===== config.mk =====
export PLATFORM = sky130hd
export DESIGN_NAME = flash_toggle_poller
export DESIGN_NICKNAME = d
export VERILOG_FILES = /design/src/rtl/flash_toggle_poller.sv
export SDC_FILE = /design/constraint.sdc
export NUM_CORES = 1
export LEC_CHECK = 0
export BUFFER_PORTS_ARGS = -buffer_cell sky130_fd_sc_hd__buf_2
export CAP_MARGIN = 20
export CORE_MARGIN = 2
export CORE_UTILIZATION = 49
export CTS_BUF_LIST = sky130_fd_sc_hd__clkbuf_8
export DETAILED_ROUTE_END_ITERATION = 8
export PLACE_DENSITY = 0.82
export SLEW_MARGIN = 10
export SYNTH_ARGS = -nofsm -noshare
export SYNTH_HDL_FRONTEND = slang
export SYNTH_SLANG_ARGS = --single-unit

===== constraint.sdc =====
create_clock -name clk -period 1.9 [get_ports clk]
set_input_delay 0.38 -clock clk [delete_from_list [all_inputs] [get_ports clk]]
set_output_delay 0.38 -clock clk [all_outputs]
set_load 0.02 [all_outputs]

===== src/rtl/flash_toggle_poller.sv =====
module flash_toggle_poller #(
  parameter int DATA_W    = 8,
  parameter int TOG_BIT   = 6,
  parameter int LIM_BIT   = 5,
  parameter int MAX_PAIRS = 16
) (
  input  logic              clk,
  input  logic              rst_n,
  input  logic              start_i,
  input  logic              abort_i,
  output logic              rd_req_o,
  input  logic              rd_valid_i,
  input  logic [DATA_W-1:0] rd_data_i,
  output logic              done_o,
  output logic              fail_o,
  output logic              reset_cmd_o
);

  localparam int CW = $clog2(MAX_PAIRS + 1);

  typedef enum logic [1:0] {S_IDLE, S_FIRST, S_SECOND} state_t;

  state_t        state;
  logic          confirm;
  logic          first_tog;
  logic [CW-1:0] pairs;
  logic          done_q, fail_q, rcmd_q;

  wire rd_fire = rd_req_o && rd_valid_i;
  wire toggled = first_tog != rd_data_i[TOG_BIT];
  wire limit   = rd_data_i[LIM_BIT];
  wire last    = pairs == CW'(MAX_PAIRS - 1);

  logic unused_bits;
  assign unused_bits = ^rd_data_i;

  assign rd_req_o    = (state == S_FIRST) || (state == S_SECOND);
  assign done_o      = done_q;
  assign fail_o      = fail_q;
  assign reset_cmd_o = rcmd_q;

  always_ff @(posedge clk or negedge rst_n) begin
    if (!rst_n) begin
      state     <= S_IDLE;
      confirm   <= 1'b0;
      first_tog <= 1'b0;
      pairs     <= '0;
      done_q    <= 1'b0;
      fail_q    <= 1'b0;
      rcmd_q    <= 1'b0;
    end else begin
      done_q <= 1'b0;
      fail_q <= 1'b0;
      rcmd_q <= 1'b0;
      if (abort_i) begin
        state   <= S_IDLE;
        confirm <= 1'b0;
        pairs   <= '0;
      end else begin
        case (state)
          S_IDLE: if (start_i) begin
            state   <= S_FIRST;
            confirm <= 1'b0;
            pairs   <= '0;
          end
          S_FIRST: if (rd_fire) begin
            first_tog <= rd_data_i[TOG_BIT];
            state     <= S_SECOND;
          end
          S_SECOND: if (rd_fire) begin
            if (!toggled) begin
              done_q <= 1'b1;
              state  <= S_IDLE;
            end else if (confirm) begin
              fail_q <= 1'b1;
              rcmd_q <= 1'b1;
              state  <= S_IDLE;
            end else if (limit) begin
              confirm <= 1'b1;
              state   <= S_FIRST;
            end else if (last) begin
              fail_q <= 1'b1;
              rcmd_q <= 1'b1;
              state  <= S_IDLE;
            end else begin
              pairs <= pairs + 1'b1;
              state <= S_FIRST;
            end
          end
          default: state <= S_IDLE;
        endcase
      end
    end
  end

  a_r2_req_held: assert property (@(posedge clk) disable iff (!rst_n)
    (rd_req_o && !rd_valid_i && !abort_i) |=> rd_req_o);

  a_r3_done_after_read: assert property (@(posedge clk) disable iff (!rst_n)
    done_o |-> $past(rd_valid_i));

  a_r7_abort_quiet: assert property (@(posedge clk) disable iff (!rst_n)
    abort_i |=> (!rd_req_o && !done_o && !fail_o));

  a_r8_pairs_bounded: assert property (@(posedge clk) disable iff (!rst_n)
    pairs < CW'(MAX_PAIRS));

  a_r9_exclusive: assert property (@(posedge clk) disable iff (!rst_n)
    done_o |-> !fail_o);

  a_r9_single_pulse: assert property (@(posedge clk) disable iff (!rst_n)
    (done_o || fail_o) |=> !(done_o || fail_o));

  a_r9_idle_after_result: assert property (@(posedge clk) disable iff (!rst_n)
    (done_o || fail_o) |-> !rd_req_o);

endmodule


=== Yosys cells after proc, flatten, opt, wreduce, memory -nomap -nowiden ===
Index checks and enable logic that the tools add are counted.

* Logic and storage cells: 62
* Register bits: 11
* Bits of input ports: 13
* Output and inout bits: 4

* Reductions and logical operators: 8
* Muxes and demuxes: 35
* Equal/unequal tests: 11
* $add $sub $neg: 1
* Bitwise logic cells: 1

{| class="wikitable"
|+ Operators with widths
! kind !! count
|-
| $mux W5 || 7
|-
| $mux W1 || 21
|-
| $ne A3 B3 Y1 const B || 7
|-
| $pmux W5 S2 || 1
|-
| $mux W2 || 4
|-
| $reduce_and A7 Y1 || 1
|-
| $pmux W2 S3 || 1
|-
| $reduce_and A3 Y1 || 2
|-
| $add A5 B1 Y5 const B || 1
|-
| $eq A5 B4 Y1 const B || 1
|-
| $reduce_and A4 Y1 || 1
|-
| $reduce_bool A3 Y1 || 1
|-
| $eq A2 B1 Y1 const B || 1
|-
| $eq A2 B2 Y1 const B || 1
|-
| $logic_not A2 Y1 || 1
|-
| $pmux W1 S2 || 1
|-
| $logic_and A1 B1 Y1 || 1
|-
| $logic_or A1 B1 Y1 || 1
|-
| $ne A1 B1 Y1 || 1
|-
| $not A1 Y1 || 1
|}

=== Depth between registers and ports, before layout ===
* Depth after elaboration: 8
* Mapped depth: 7
* Depth with buffers taken out: 7

=== Least setup slack after synthesis ===
OpenSTA, ideal clock, no wires.

* Kind: reg-to-reg
* From: register pairs[0]
* To: register pairs[3]
* Path slack: -148 ps
* Cell stages (with the launch flop): 8
* Period minus slack after synthesis: 2048 ps
* Library setup time: 82 ps
* Arrival: 1966 ps
* Required time: 1818 ps
* Path buffers: 0
* Cell sequence: dfrtp_1 ha_1 and3_1 ha_1 nor3_2 nand4_2 or4_1 a31oi_1

* Word-level cells in the longest chain between the ends: 8
* Elaborated cells on any way between the ends: 11
* Those cells by class: add/sub (1); eq/ne (2); mux (7); reduce/logical (1)

{| class="wikitable"
|+ Ends and longest elaborated chain
! what !! line !! source
|-
| from (decl) || 26 || <nowiki>logic [CW-1:0] pairs;</nowiki>
|-
| from (signal assigned) || 86 || <nowiki>pairs <= pairs + 1'b1;</nowiki>
|-
| $add A5 B1 Y5 || 86 ||
|-
| $mux W5 || 81 || <nowiki>end else if (last) begin</nowiki>
|-
| $mux W5 || 78 || <nowiki>end else if (limit) begin</nowiki>
|-
| $mux W5 || 74 || <nowiki>end else if (confirm) begin</nowiki>
|-
| $mux W5 || 71 || <nowiki>if (!toggled) begin</nowiki>
|-
| $mux W5 || 70 || <nowiki>S_SECOND: if (rd_fire) begin</nowiki>
|-
| $pmux W5 S2 || 60 || <nowiki>case (state)</nowiki>
|-
| $mux W5 || 55 || <nowiki>if (abort_i) begin</nowiki>
|}

Parallel ways exist; a longest one is shown, timed or not. The select of a mux whose other input is x is not followed.
A chain may end at the register's enable or synchronous reset.

=== Final worst setup path ===
* From: register pairs[0]
* To: register pairs[2]

Same word-level chain as after synthesis.

==> flow_metrics.py <==
metrics = {
    "outcome": {
        "status": "finished clean",
    },
    "logic_synthesis": {
        "synth_area_leaders": "dfrtp_1 (37%), ha_1 (12%), nand2_1 (3.6%), nand2b_1 (3.4%), or4_1 (3.1%)",
        "yosys-top-cells-count": "dfrtp_1 (11), ha_1 (7), nand2_1 (7), nor2_1 (5)",
        "synthesis.nets": 98,
        "yosysMostFrequentCell": "dfrtp_1",
        "synth.avg_cell_area_um2": 9.46,
        "synth_top_area_share_pct": 37.3,
        "synth_edf_count": 0,
        "synth_area_leader_cell": "dfrtp_1",
        "synth_cell_types": 34,
        "dominantRegCellSynth": "dfrtp_1",
        "yosysSeqAreaShare_pct": 37.3,
        "netlist_instances": 78,
        "async_flop_share_pct": 100,
        "ys_seq_elements": 11,
        "yosysWarningCount": 0,
        "netlist_area_um2": 738,
    },
    "drt": {
        "ant_nets": 0,
        "drtIter0Drc": 12,
        "drt-total-wl_um": 1830,
        "via_count": 669,
        "drcViolationCount": 0,
        "vias_per_cell": 5.77,
        "dr.pass1.iters": 4,
        "post_drt_wl_per_cell_um": 15.7,
    },
    "placed_design": {
        "dpl.hpwl_um": 1260,
        "postPlaceCellArea_um2": 866,
        "gp_congestion": 0.818,
        "portBuffers": 10,
    },
    "floorplan": {
        "fp.dieW_um": 42.8,
        "core_um2": 1450,
        "start_util_pct": 50.8,
        "ios": 17,
        "rows": 14,
        "die_area_um2": 1830,
        "die_h_um": 42.8,
    },
    "timing": {
        "worstMarginPinSlew_ns": 0.395,
        "fmax_mhz": 536,
        "min_period_over_period_pct": 98.1,
        "slew_viol_final": 0,
        "timing.final.hold_violations": 0,
        "period_needed_ns": 1.86,
        "maxSlewHeadroom_pct": 73.0,
        "fin_skew_ns": 0.00350,
        "setup_violations": 0,
        "rsz0062_at_grt": "yes",
    },
    "power": {
        "p_per_area_nw_per_um2": 1050,
        "peakVddDrop_v": 0.000693,
        "p_leak_nw": 0.448,
    },
    "finish": {
        "design_area_um2": 981,
        "n_antenna_cell": 0,
        "area_growth_pct": 32.9,
        "fill_cells": 122,
        "fin_util_pct": 67.5,
        "nets": 121,
        "drive_above_1_share_pct": 36.0,
    },
    "flow_run": {
        "cap_violations": 0,
    },
    "worst_setup_path": {
        "crit_type": "reg -> reg",
        "end_kind": "flop",
        "cp.required_ns": 2.06,
        "crit_fanout": 4,
        "cp-start-kind": "flop",
        "rr_startpoint": "pairs[0]$_DFFE_PN0P_",
        "cp.arrival_ns": 2.02,
        "r2r_cells": 8,
        "cp-startpoint": "pairs[0]$_DFFE_PN0P_",
    },
    "hold_path": {
        "hold_class": "in -> async",
    },
    "global_routing": {
        "gr-total-overflow": 0,
        "grt_pass1_vias": 664,
        "gr-usage-all-layers_pct": 21.3,
        "grt_pass1_wl_um": 2900,
        "antenna_found_initial": 0,
        "grt_max_degree": 12,
    },
    "cts": {
        "cts-root-buf": "clkbuf_8",
        "tritoncts": "done",
        "clkSinkCount": 11,
        "cts_htree_levels": 1,
        "cts_buffer_depth": 2,
        "path_clk_slew_ns": 0.05,
        "insertion_delay_ns": 0.24,
        "numCtsBuffers": 3,
    },
}
[power breakdown]
| group | switching, mW | internal (mW) |
|---|---|---|
| Sequential | 0.0247 | 0.260 |
| Clock | 0.0906 | 0.142 |
| Combinational | 0.288 | 0.223 |
| Total | 0.403 | 0.625 |
[what timing repair did]
item | CTS | global route
cloned | 0 | 0
endpoints found under the setup margin | 2 | 4
hold buffers | 0 | 0
pin swaps | 3 | 2
hold endpoints to repair | 0 | 0
setup buffers | 0 | 2
resized for setup | 5 | 5
[kinds of logic after synthesis]
logic type,after synthesis,synth area share [%]
flip-flops,11,37.3
AO/OA/AOI/OAI,13,12.4
AND/OR/NAND/NOR,35,27.5
XOR/XNOR,2,3.39
buffers and inverters,8,4.75
multiplexers,2,2.88
adder cells (fa/ha/maj),7,11.9
[through the flow]
stage | setup TNS [ns] | power, mW | instances | setup slack (ns) | hold WS (ns)
floorplan | 0 | 0.585 | 78 | 0.000953 | 0.0844
global placement | -0.00630 | 0.718 | 110 | -0.00630 | 0.260
detailed placement | -0.0413 | 0.746 | 110 | -0.0413 | 0.262
CTS | -0.00271 | 0.985 | 114 | -0.00271 | 0.0101
global route | -0.138 | 1.09 | 116 | -0.0572 | 0.0227
finish | 0 | 1.03 | 116 | 0.0352 | 0.00189
[worst max-delay path: stages (launching register included)]
cell and delay (ns):
dfrtp_1 0.39, ha_2 0.20, and3_4 0.15, ha_4 0.17
nor3_4 0.21, nor3b_1 0.24, buf_4 0.18, nand4_1 0.09
a31oi_1 0.17
[registers in the layout (all words and copies together) (netlist names)]
signal / flops
reset_cmd_o: 1
confirm: 1
done_o: 1
first_tog: 1
pairs: 5
state: 2
[cell usage in the layout, fill, tap and decap left out, drive strengths merged, types with 2 or more instances in the layout]
cell	count
nand4	3
or4	3
nand2	7
buf	22
nor3	3
nor2b	3
nor2	5
clkbuf	3
ha	7
dfrtp	11
a21o	2
nand2b	4
or2	2
a31oi	3
a21oi	2
inv	5
[routing by layer]
metal  track usage, %  routed length, um
met5                0                  0
met4             11.9                 39
met3             2.98                 44
met2             35.8                970
met1             25.9                772
[layout make-up]
class,instances,area [um^2],share of cell area [%]
Tap cell,16,20.0,2.04
Multi-Input combinational cell,59,485,49.5
Clock inverter,1,3.75,0.383
Clock buffer,3,41.3,4.21
Sequential cell,11,275,28.1
Timing Repair Buffer,22,140,14.3
Inverter,4,15.0,1.53
[path summary, 6_finish.rpt]
path	to	slack [ns]
worst max register to register	pairs[2]$_DFFE_PN0P_	0.04
max in group asynchronous	state[0]$_DFFE_PN0P_	1.69
min in group clk	first_tog$_DFFE_PN0P_	0.45
worst max-delay path	pairs[2]$_DFFE_PN0P_	0.04
worst min-delay path	first_tog$_DFFE_PN0P_	0.002
worst min register to register	state[1]$_DFFE_PN0P_	0.58
Power figures use the tool's default switching activity.
